<file path="src/rtl/i2cm_pkg.sv">
package i2cm_pkg;
  localparam logic [1:0] RA_DATA = 2'd0;
  localparam logic [1:0] RA_CTRL = 2'd1;
  localparam logic [1:0] RA_STAT = 2'd2;
  localparam logic [1:0] RA_SRST = 2'd3;

  localparam int CB_ACK = 2;
  localparam int CB_FLG = 3;
  localparam int CB_STO = 4;
  localparam int CB_STA = 5;
  localparam int CB_EN  = 6;
  localparam int CB_IEN = 7;

  localparam logic [7:0] SC_START   = 8'h08;
  localparam logic [7:0] SC_RSTART  = 8'h10;
  localparam logic [7:0] SC_AW_ACK  = 8'h18;
  localparam logic [7:0] SC_AW_NACK = 8'h20;
  localparam logic [7:0] SC_DW_ACK  = 8'h28;
  localparam logic [7:0] SC_DW_NACK = 8'h30;
  localparam logic [7:0] SC_ARB     = 8'h38;
  localparam logic [7:0] SC_AR_ACK  = 8'h40;
  localparam logic [7:0] SC_AR_NACK = 8'h48;
  localparam logic [7:0] SC_DR_ACK  = 8'h50;
  localparam logic [7:0] SC_DR_NACK = 8'h58;
  localparam logic [7:0] SC_A2W_ACK = 8'hD0;
  localparam logic [7:0] SC_A2W_NAK = 8'hD8;
  localparam logic [7:0] SC_A2R_ACK = 8'hE0;
  localparam logic [7:0] SC_A2R_NAK = 8'hE8;
  localparam logic [7:0] SC_IDLE    = 8'hF8;

  typedef enum logic [1:0] {CK_START, CK_STOP, CK_WRITE, CK_READ} i2cm_cmd_e;
  typedef enum logic [1:0] {PH_ADDR1, PH_ADDR2, PH_DATA} i2cm_phase_e;
endpackage

</file>
<file path="src/rtl/i2cm_qtick.sv">
module i2cm_qtick #(
  parameter int QTR = 4
) (
  input  logic clk,
  input  logic rst_n,
  input  logic restart,
  output logic tick
);
  localparam int CW = (QTR > 1) ? $clog2(QTR) : 1;
  logic [CW-1:0] cnt;

  assign tick = (cnt == CW'(QTR - 1)) && !restart;

  always_ff @(posedge clk or negedge rst_n) begin
    if (!rst_n)         cnt <= '0;
    else if (restart)   cnt <= '0;
    else if (tick)      cnt <= '0;
    else                cnt <= cnt + 1'b1;
  end
endmodule

</file>
<file path="src/rtl/i2cm_bit_engine.sv">
module i2cm_bit_engine
  import i2cm_pkg::*;
#(
  parameter int QTR = 4
) (
  input  logic       clk,
  input  logic       rst_n,
  input  logic       abort,
  input  logic       cmd_valid,
  input  i2cm_cmd_e  cmd,
  input  logic [7:0] tx_byte,
  input  logic       ack_out,
  input  logic       sda_i,
  output logic       busy,
  output logic       done,
  output logic       arb_lost,
  output logic       ack_seen,
  output logic [7:0] rx_byte,
  output logic       scl_oe,
  output logic       sda_oe
);
  typedef enum logic [1:0] {E_IDLE, E_START, E_STOP, E_BIT} eng_e;

  eng_e       st;
  logic [1:0] q;
  logic [3:0] bitn;
  logic [8:0] shreg;
  logic [8:0] rxs;
  logic       is_wr;
  logic       tick;
  logic       accept;

  assign accept   = (st == E_IDLE) && cmd_valid && !abort;
  assign busy     = (st != E_IDLE);
  assign rx_byte  = rxs[8:1];
  assign ack_seen = !rxs[0];

  i2cm_qtick #(.QTR(QTR)) u_tick (
    .clk(clk), .rst_n(rst_n), .restart(accept), .tick(tick)
  );

  always_ff @(posedge clk or negedge rst_n) begin
    if (!rst_n) begin
      st <= E_IDLE; q <= 2'd0; bitn <= 4'd0; shreg <= '0; rxs <= '1;
      is_wr <= 1'b0; done <= 1'b0; arb_lost <= 1'b0;
      scl_oe <= 1'b0; sda_oe <= 1'b0;
    end else begin
      done     <= 1'b0;
      arb_lost <= 1'b0;
      if (abort) begin
        st <= E_IDLE; scl_oe <= 1'b0; sda_oe <= 1'b0;
      end else if (accept) begin
        q     <= 2'd0;
        bitn  <= 4'd0;
        is_wr <= (cmd == CK_WRITE);
        shreg <= (cmd == CK_WRITE) ? {tx_byte, 1'b1} : {8'hFF, ~ack_out};
        unique case (cmd)
          CK_START: st <= E_START;
          CK_STOP:  st <= E_STOP;
          default:  st <= E_BIT;
        endcase
      end else if (busy && tick) begin
        q <= q + 2'd1;
        unique case (st)
          E_START: unique case (q)
            2'd0: sda_oe <= 1'b0;
            2'd1: scl_oe <= 1'b0;
            2'd2: sda_oe <= 1'b1;
            default: begin scl_oe <= 1'b1; st <= E_IDLE; done <= 1'b1; end
          endcase
          E_STOP: unique case (q)
            2'd0: sda_oe <= 1'b1;
            2'd1: scl_oe <= 1'b0;
            2'd2: sda_oe <= 1'b0;
            default: begin st <= E_IDLE; done <= 1'b1; end
          endcase
          default: unique case (q)
            2'd0: sda_oe <= ~shreg[8];
            2'd1: scl_oe <= 1'b0;
            2'd2: begin
              rxs <= {rxs[7:0], sda_i};
              if (is_wr && shreg[8] && !sda_i && bitn != 4'd8) begin
                scl_oe <= 1'b0; sda_oe <= 1'b0;
                st <= E_IDLE; done <= 1'b1; arb_lost <= 1'b1;
              end
            end
            default: begin
              scl_oe <= 1'b1;
              shreg  <= {shreg[7:0], 1'b0};
              if (bitn == 4'd8) begin st <= E_IDLE; done <= 1'b1; end
              else bitn <= bitn + 4'd1;
            end
          endcase
        endcase
      end
    end
  end
endmodule

</file>
<file path="src/rtl/i2cm_top.sv">
module i2cm_top
  import i2cm_pkg::*;
#(
  parameter int QTR = 4
) (
  input  logic       clk,
  input  logic       rst_n,
  input  logic       reg_wr,
  input  logic [1:0] reg_addr,
  input  logic [7:0] reg_wdata,
  output logic [7:0] reg_rdata,
  output logic       irq,
  input  logic       sda_i,
  output logic       scl_oe,
  output logic       sda_oe
);
  logic        ack_en_q, iflg_q, sto_q, sta_q, en_q, ien_q;
  logic [7:0]  data_q, stat_q;
  logic        owned_q, rd_q, ten_q, ack_sent_q;
  i2cm_phase_e phase_q;
  i2cm_cmd_e   cur_q, lcmd;
  logic        cmd_ok, ctrl_wr, sreset, launch;
  logic        eng_busy, eng_done, eng_arb, eng_ack;
  logic [7:0]  eng_rx;

  assign ctrl_wr = reg_wr && (reg_addr == RA_CTRL);
  assign sreset  = reg_wr && (reg_addr == RA_SRST);
  assign irq     = iflg_q && ien_q;

  always_comb begin
    lcmd   = CK_WRITE;
    cmd_ok = 1'b0;
    if (reg_wdata[CB_STA]) begin
      lcmd = CK_START; cmd_ok = 1'b1;
    end else if (reg_wdata[CB_STO]) begin
      lcmd = CK_STOP; cmd_ok = owned_q;
    end else if (owned_q) begin
      lcmd   = (phase_q == PH_DATA && rd_q) ? CK_READ : CK_WRITE;
      cmd_ok = 1'b1;
    end
  end

  assign launch = ctrl_wr && !reg_wdata[CB_FLG] && reg_wdata[CB_EN] && !eng_busy && cmd_ok;

  always_comb begin
    unique case (reg_addr)
      RA_DATA: reg_rdata = data_q;
      RA_CTRL: reg_rdata = {ien_q, en_q, sta_q, sto_q, iflg_q, ack_en_q, 2'b00};
      RA_STAT: reg_rdata = stat_q;
      default: reg_rdata = 8'h00;
    endcase
  end

  i2cm_bit_engine #(.QTR(QTR)) u_eng (
    .clk(clk), .rst_n(rst_n), .abort(sreset),
    .cmd_valid(launch), .cmd(lcmd), .tx_byte(data_q), .ack_out(reg_wdata[CB_ACK]),
    .sda_i(sda_i), .busy(eng_busy), .done(eng_done), .arb_lost(eng_arb),
    .ack_seen(eng_ack), .rx_byte(eng_rx), .scl_oe(scl_oe), .sda_oe(sda_oe)
  );

  always_ff @(posedge clk or negedge rst_n) begin
    if (!rst_n) begin
      ack_en_q <= 1'b0; iflg_q <= 1'b0; sto_q <= 1'b0; sta_q <= 1'b0;
      en_q <= 1'b0; ien_q <= 1'b0; data_q <= 8'h00; stat_q <= SC_IDLE;
      owned_q <= 1'b0; rd_q <= 1'b0; ten_q <= 1'b0; ack_sent_q <= 1'b0;
      phase_q <= PH_ADDR1; cur_q <= CK_START;
    end else if (sreset) begin
      ack_en_q <= 1'b0; iflg_q <= 1'b0; sto_q <= 1'b0; sta_q <= 1'b0;
      ien_q <= 1'b0; stat_q <= SC_IDLE; owned_q <= 1'b0; phase_q <= PH_ADDR1;
    end else begin
      if (reg_wr && reg_addr == RA_DATA) data_q <= reg_wdata;
      if (ctrl_wr) begin
        ack_en_q <= reg_wdata[CB_ACK];
        sto_q    <= reg_wdata[CB_STO];
        sta_q    <= reg_wdata[CB_STA];
        en_q     <= reg_wdata[CB_EN];
        ien_q    <= reg_wdata[CB_IEN];
        if (!reg_wdata[CB_FLG]) iflg_q <= 1'b0;
      end
      if (launch) begin
        cur_q      <= lcmd;
        ack_sent_q <= reg_wdata[CB_ACK];
        if (lcmd == CK_WRITE && phase_q == PH_ADDR1) begin
          rd_q  <= data_q[0];
          ten_q <= (data_q[7:3] == 5'b11110);
        end
      end
      if (eng_done) begin
        unique case (cur_q)
          CK_START: begin
            stat_q <= owned_q ? SC_RSTART : SC_START;
            owned_q <= 1'b1; phase_q <= PH_ADDR1; sta_q <= 1'b0; iflg_q <= 1'b1;
          end
          CK_STOP: begin
            stat_q <= SC_IDLE; owned_q <= 1'b0; sto_q <= 1'b0;
          end
          CK_READ: begin
            data_q <= eng_rx; iflg_q <= 1'b1;
            stat_q <= ack_sent_q ? SC_DR_ACK : SC_DR_NACK;
          end
          default: begin
            iflg_q <= 1'b1;
            if (eng_arb) begin
              stat_q <= SC_ARB; owned_q <= 1'b0;
            end else begin
              unique case (phase_q)
                PH_ADDR1: begin
                  stat_q  <= rd_q ? (eng_ack ? SC_AR_ACK : SC_AR_NACK)
                                  : (eng_ack ? SC_AW_ACK : SC_AW_NACK);
                  phase_q <= ten_q ? PH_ADDR2 : PH_DATA;
                end
                PH_ADDR2: begin
                  stat_q  <= rd_q ? (eng_ack ? SC_A2R_ACK : SC_A2R_NAK)
                                  : (eng_ack ? SC_A2W_ACK : SC_A2W_NAK);
                  phase_q <= PH_DATA;
                end
                default: stat_q <= eng_ack ? SC_DW_ACK : SC_DW_NACK;
              endcase
            end
          end
        endcase
      end
    end
  end
endmodule

</file>
<file path="config.mk">
export PLATFORM = sky130hd
export DESIGN_NAME = i2cm_top
export DESIGN_NICKNAME = d
export VERILOG_FILES = /design/src/rtl/i2cm_pkg.sv /design/src/rtl/i2cm_qtick.sv /design/src/rtl/i2cm_bit_engine.sv /design/src/rtl/i2cm_top.sv
export SDC_FILE = /design/constraint.sdc
export NUM_CORES = 1
export LEC_CHECK = 0
export BUFFER_PORTS_ARGS = -buffer_cell sky130_fd_sc_hd__clkbuf_2
export CORE_ASPECT_RATIO = 0.75
export CORE_MARGIN = 3
export CORE_UTILIZATION = 39
export DETAILED_ROUTE_END_ITERATION = 8
export REMOVE_ABC_BUFFERS = 1
export SYNTH_ARGS = -nofsm -noshare
export SYNTH_HDL_FRONTEND = slang
export SYNTH_SLANG_ARGS = --single-unit
</file>
<file path="constraint.sdc">
create_clock -name clk -period 3.5 [get_ports clk]
set_input_delay 0.35 -clock clk [delete_from_list [all_inputs] [get_ports clk]]
set_output_delay 0.35 -clock clk [all_outputs]
set_load 0.005 [all_outputs]
</file>
# [Word level (Yosys, flattened, before mapping)]
# Cells that the tools add are included.
[op_classes] n_addsub=3 eq_ne=31 mux=103 bitwise=5 n_reduce_logical=56
[op_table] cell="two-way mux 8 bit" n=6
[op_table] cell="one-hot mux 8 bit (3 select lines)" n=2
[op_table] cell="two-way mux 1 bit" n=45
[op_table] cell="two-way mux 9 bit" n=5
[op_table] cell="two-way mux 4 bit" n=9
[op_table] cell="two-way mux 2 bit" n=17
[op_table] cell="logical AND 1 bit" n=17
[op_table] cell="equality test 2 bit, second input constant" n=8
[op_table] cell="one-hot mux 2 bit (2 select lines)" n=4
[op_table] cell="one-hot mux 8 bit (2 select lines)" n=1
[op_table] cell="AND reduction 5 bit" n=3
[op_table] cell="one-hot mux 1 bit (2 select lines)" n=7
[op_table] cell="equality test 2 x 1 -> 1 bit, second input constant" n=6
[op_table] cell="logical NOT 2 bit" n=6
[op_table] cell="two-way mux 6 bit" n=2
[op_table] cell="AND reduction 4 bit" n=3
[op_table] cell="two-way mux 5 bit" n=2
[op_table] cell="!= test 2 x 1 -> 1 bit, second input constant" n=5
[op_table] cell="!= test 5 x 3 -> 1 bit, second input constant" n=2
[op_table] cell="nonzero test 2 bit" n=5
[op_table] cell="!= test 4 x 2 -> 1 bit, second input constant" n=2
[op_table] cell="AND reduction 2 bit" n=4
[op_table] cell="nonzero test 4 bit" n=2
[op_table] cell="OR reduction 2 bit" n=4
[op_table] cell="18 further kinds" n=31
[word_totals] reg_bits=63 inputBits=14 out_inout_bits=11

# [Logic depth before layout (Yosys ltp)]
[logic_depth] depth_word=14 ltp_mapped=8 mapped_depth_nobuf=6

# [By module]
# From an unflattened synthesis, not the netlist that was laid out.
[unflattened] cells_unflattened=334 hier_area_um2=3370.7
[by_module_without_submodules] mod="i2cm_bit_engine" n_inst=1 cells_each=164 area_each_um2=1742.9 seq_area_each_um2=787.0
[by_module_without_submodules] mod="i2cm_top" n_inst=1 cells_each=164 area_each_um2=1542.7 seq_area_each_um2=681.9
[by_module_without_submodules] mod="i2cm_qtick" n_inst=1 cells_each=6 area_each_um2=85.1 seq_area_each_um2=50.0

# [Worst setup path before layout]
# Ideal clock, no wire load.
[synth_path] path_type="register to register" startpoint="reg u_eng.st[0]" endpoint="reg u_eng.scl_oe" setup_ns=0.120 arrival_ns=1.630 required_ns=3.380 setup_slack_ns=1.750 path_stages_with_launch=6 path_buffers=0 period_less_slack_ns=1.750 cell_sequence="dfrtp_1 ha_1 nand2b_1 a221o_1 or4_1 o211a_1"
[synth_via] elab_chain_len=11 word_cells_on_any_way=23
[synth_rtl] item="start, declared" line="i2cm_bit_engine.sv:24" source="eng_e st;"
[synth_rtl] item="start signal, assigned" line="i2cm_bit_engine.sv:44" source="st <= E_IDLE; q <= 2'd0; bitn <= 4'd0; shreg <= '0; rxs <= '1;"
[synth_rtl] item="start signal, assigned" line="i2cm_bit_engine.sv:51" source="st <= E_IDLE; scl_oe <= 1'b0; sda_oe <= 1'b0;"
[synth_rtl] item="start signal, assigned" line="i2cm_bit_engine.sv:58" source="CK_START: st <= E_START;"
[synth_rtl] item="nonzero test 2 bit" line="i2cm_bit_engine.sv:34" source="assign busy = (st != E_IDLE);"
[synth_rtl] item="logical NOT 1 bit" line="i2cm_top.sv:43" source="assign launch = ctrl_wr && !reg_wdata[CB_FLG] && reg_wdata[CB_EN] && !eng_busy && cmd_ok;"
[synth_rtl] item="logical AND 1 bit (2 in series)" line="i2cm_top.sv:43"
[synth_rtl] item="logical AND 1 bit (2 in series)" line="i2cm_bit_engine.sv:33" source="assign accept = (st == E_IDLE) && cmd_valid && !abort;"
[synth_rtl] item="logical NOT 1 bit" line="i2cm_qtick.sv:12" source="assign tick = (cnt == CW'(QTR - 1)) && !restart;"
[synth_rtl] item="logical AND 1 bit" line="i2cm_qtick.sv:12"
[synth_rtl] item="logical AND 1 bit" line="i2cm_bit_engine.sv:62" source="end else if (busy && tick) begin"
[synth_rtl] item="nonzero test 2 bit (no line)"
[synth_rtl] item="AND reduction 6 bit (no line)"
[synth_rtl] item="end signal, assigned" line="i2cm_bit_engine.sv:67" source="2'd1: scl_oe <= 1'b0;"
[synth_rtl] item="end signal, assigned" line="i2cm_bit_engine.sv:69" source="default: begin scl_oe <= 1'b1; st <= E_IDLE; done <= 1'b1; end"
[synth_rtl] item="end signal, assigned" line="i2cm_bit_engine.sv:73" source="2'd1: scl_oe <= 1'b0;"
[synth_rtl] item="end, declared" line="i2cm_bit_engine.sv:19" source="output logic scl_oe,"
# Parallel ways exist; a longest one is shown, timed or not. The select of a mux whose other input is x is not followed.
# A chain may end at the register's enable or synchronous reset.

# [Worst setup path after layout]
[layout_path] startpoint="reg u_eng.st[0]" endpoint="reg u_eng.shreg[1]"
[layout_via] elab_chain_len=11 word_cells_on_any_way=18
[layout_rtl] item="nonzero test 2 bit" line="i2cm_bit_engine.sv:34"
[layout_rtl] item="logical NOT 1 bit" line="i2cm_top.sv:43"
[layout_rtl] item="logical AND 1 bit (2 in series)" line="i2cm_top.sv:43"
[layout_rtl] item="logical AND 1 bit (2 in series)" line="i2cm_bit_engine.sv:33"
[layout_rtl] item="logical NOT 1 bit" line="i2cm_qtick.sv:12"
[layout_rtl] item="logical AND 1 bit" line="i2cm_qtick.sv:12"
[layout_rtl] item="logical AND 1 bit" line="i2cm_bit_engine.sv:62"
[layout_rtl] item="nonzero test 2 bit (no line)"
[layout_rtl] item="AND reduction 4 bit (no line)"
[layout_rtl] item="end signal, assigned" line="i2cm_bit_engine.sv:56" source="shreg <= (cmd == CK_WRITE) ? {tx_byte, 1'b1} : {8'hFF, ~ack_out};"
[layout_rtl] item="end signal, assigned" line="i2cm_bit_engine.sv:89" source="shreg <= {shreg[7:0], 1'b0};"
[layout_rtl] item="end, declared" line="i2cm_bit_engine.sv:27" source="logic [8:0] shreg;"
# Parallel ways exist; a longest one is shown, timed or not.

==> summary.txt <==
Run status
  • Status: finished clean

Route
  • Detailed Route WL: 7700 um
  • DRC violation count after routing: 0
  • Antenna Nets Post-Route: 0
  • Via/cell ratio: 5.44
  • Drt first-iter violations: 179
  • Routed via count: 2530
  • DR pass1 iterations: 5
  • WL/cell: 16.6 um

Setup path
  • CP delay by family, top: compound AO/OA/AOI/OAI gates
  • CP max FO: 17
  • Data arrival time of the critical path: 2.28 ns
  • Crit path required time: 3.70 ns
  • CP cell instances: inv_1 > ha_1 > and4bb_2 > a22oi_2 > o21ai_0
  • Buf+Inv Stages, Crit Path: 1
  • Critical path's slowest cell: a22oi_2
  • Critical Path Source Type: register
  • CP max stage delay: 0.52 ns
  • CP Capture Type: register
  • Crit Path Class: reg -> reg

Placed design
  • RD Place Congestion: 0.832
  • Port Buffers: 24
  • Detailed Place HPWL: 5630 um
  • Placed insts: 448
  • Setup WS pre-CTS: 1.40 ns

Synth
  • Synthesis-stage register bit count: 60
  • Post-synthesis adder-cell area fraction: 0.0464
  • Synth top cells by count: dfrtp_1 (46), nand2_1 (33), nor2_1 (28)
  • Async S/R FF share, synth: 1.00
  • Yosys warns: 0
  • XOR/XNOR Fraction of Synth Area: 0.00541
  • Main combinational cell family by area after synthesis: simple AND/OR/NAND/NOR gates
  • Sequential-to-total area share from yosys stat: 0.469
  • Post-synthesis simple-gate area fraction: 0.190
  • Leading cell type by number of instances after synthesis: dfrtp_1
  • Yosys top cell area share: 0.356
  • Dominant cell type by area after synthesis: dfrtp_1
  • Mux contribution to synthesized area: 0.0769
  • Mean Syn Cell Area: 9.78 um2
  • Synth Flop Type: dfrtp_1
  • Mapped cell area: 3240 um2
  • Gate Count Post-Synth: 331
  • Post-synth EDFFs: 0
  • Synth Area in Compound Gates: 0.168
  • Synth cell types: 58
  • Synth area leaders: dfrtp_1 (36%), dfstp_2 (11%), ha_1 (4.6%)

STA
  • Max-slew headroom: 0.585
  • Max Freq: 481 MHz
  • Setup TNS: 0 ns
  • Fin worst setup slack: 1.42 ns
  • Final setup viols: 0
  • Final period util: 0.594
  • Tmin final: 2.08 ns
  • Worst-Margin Slew: 0.623 ns
  • Final Hold Viols: 0
  • Worst hold slack: 0.255 ns
  • Pins Over Slew Limit: 0
  • Final Skew: 0.00630 ns
  • Unrepaired setup endpoints after global routing: false

Clocking
  • Clock Tree Root: clkbuf_8
  • CTS sink cnt: 60
  • Post-CTS setup-driven buffer insertion count: 0
  • Max Root-Sink Buffers: 2
  • CTS clk-pin slew, worst paths: 0.07 ns
  • CTS tree: built
  • CTS Buf Count: 9
  • Insertion delay to the later sink of the worst-skew pair: 0.35 ns
  • H-tree levels: 3

Floorplanning
  • Initial Util: 0.405
  • Die ar.: 9440 um2
  • Site Rows: 28
  • Width of the die: 111 um
  • Die H: 84.9 um
  • Core area: 7990 um2
  • I/O Pins: 25

Layout
  • Non-Filler Instances: 465
  • Flip-flop and latch area: 1520 um2
  • # diodes: 0
  • P&R area growth vs syn: 11.4%
  • Nets: 381
  • Area of the multi-input gates: 1580 um2
  • FILL cells: 771
  • Share of layout cells above drive strength 1: 0.222

Power and ir drop
  • Pwr Density: 532 nW/um2
  • P_leak: 0.00158 uW
  • Maximum vdd ir drop: 374 uV
  • Pwr Total: 1920 uW

Hold path
  • Tightest Hold Check Type: in -> reg

Global route
  • First-pass GRT wire length: 13300 um
  • Initial antenna violation count: 0
  • GRT overflow: 0
  • Total track usage: 0.179
  • Largest net degree at the start of global routing: 40
  • Vias in the first global route: 2463

Flow run
  • Max Cap Viol: 0
[registers in the layout, indices dropped and copies added, names as in the netlist, 2 cells and up]
| register | flops |
|---|---|
| phase_q | 2 |
| u_eng.bitn | 4 |
| u_eng.q | 2 |
| u_eng.shreg | 9 |
| u_eng.rxs | 9 |
| stat_q | 5 |
| u_eng.u_tick.cnt | 2 |
| cur_q | 2 |
| data_q | 8 |
| u_eng.st | 2 |
[cell families after synthesis]
group,after synthesis
compound gates,87
xor+xnor,2
fa+ha+maj,12
buf+inv,29
flops,60
mux,23
simple gates,118
[worst min-delay path, cell delays in order]
cell,delay (ns)
clkbuf_2,0.09
nand2b_1,0.06
o21ai_0,0.06
[routing by layer]
| metal | vias up | global-route usage | part of all wire |
|---|---|---|---|
| met3 | 9 | 0.0706 | 0.073 |
| li1 | 1237 | - | - |
| met1 | 1208 | 0.262 | 0.52 |
| met5 | - | 0 | 0 |
| met2 | 76 | 0.242 | 0.40 |
| met4 | 0 | 0.0552 | 0.011 |
[layout by cell type, fill, tap and decap left out, types with 2 or more instances in the layout]
cell | netlist | routed
a211oi_1 | 3 | 3
a21oi_1 | 23 | 23
and2_1 | 5 | 5
and3_1 | 2 | 2
buf_4 | 2 | 2
clkbuf_2 | 0 | 24
clkbuf_8 | 0 | 11
clkinv_2 | 0 | 2
clkinvlp_4 | 0 | 2
dfrtp_1 | 46 | 46
dfstp_2 | 14 | 14
ha_1 | 12 | 12
inv_1 | 15 | 15
mux2_1 | 2 | 2
mux2_2 | 13 | 13
mux2i_1 | 8 | 8
nand2_1 | 33 | 33
nand2b_1 | 10 | 10
nand3_1 | 5 | 5
nand3b_1 | 2 | 2
nand4_1 | 4 | 4
nor2_1 | 28 | 28
nor2b_1 | 4 | 4
nor3_1 | 9 | 9
o211a_1 | 3 | 3
o21ai_0 | 23 | 23
o21ai_1 | 2 | 2
o22ai_1 | 19 | 19
o31ai_1 | 2 | 2
[where the power goes]
part | total, uW | internal [uW] | switching [uW] | leakage (uW)
Combinational | 431 | 198 | 233 | 0.000753
Clock | 565 | 293 | 272 | 0.0000884
Sequential | 923 | 818 | 105 | 0.000740
Total | 1920 | 1310 | 611 | 0.00158
[stage by stage]
step                      area, um2  utilization
final                          3610        0.452
after global routing           3610        0.452
after CTS                      3610        0.452
after detailed placement       3420        0.428
after global placement         3420        0.428
after floorplan                3150            -
[final timing paths]
check,cells after the start,slack [ns],startpoint,to
max in group asynchronous,3,2.00,rst_n,u_eng.rxs[0]
hold reg to reg,1,0.44,u_eng.u_tick.cnt[0],u_eng.u_tick.cnt[0]
setup reg to reg,5,1.42,u_eng.st[0],u_eng.shreg[1]
hold / removal,3,0.26,reg_wdata[7],ien_q
setup / recovery,5,1.42,u_eng.st[0],u_eng.shreg[1]
min in group asynchronous,2,0.55,rst_n,data_q[7]
[what timing repair did]
item,in CTS,in global routing
gates resized for setup,0,0
hold buffers,1,0
endpoints found under the hold margin,3,0
[layout make-up]
| type | count | area share |
|---|---|---|
| inverters | 15 | 0.0156 |
| clock inverters | 4 | 0.00694 |
| clock buffers | 12 | 0.0430 |
| well taps | 105 | 0.0364 |
| repair buffers | 27 | 0.0402 |
| multi-input cells | 242 | 0.437 |
| flip-flops and latches | 60 | 0.421 |
No activity file was read; power rests on OpenSTA's default activity.
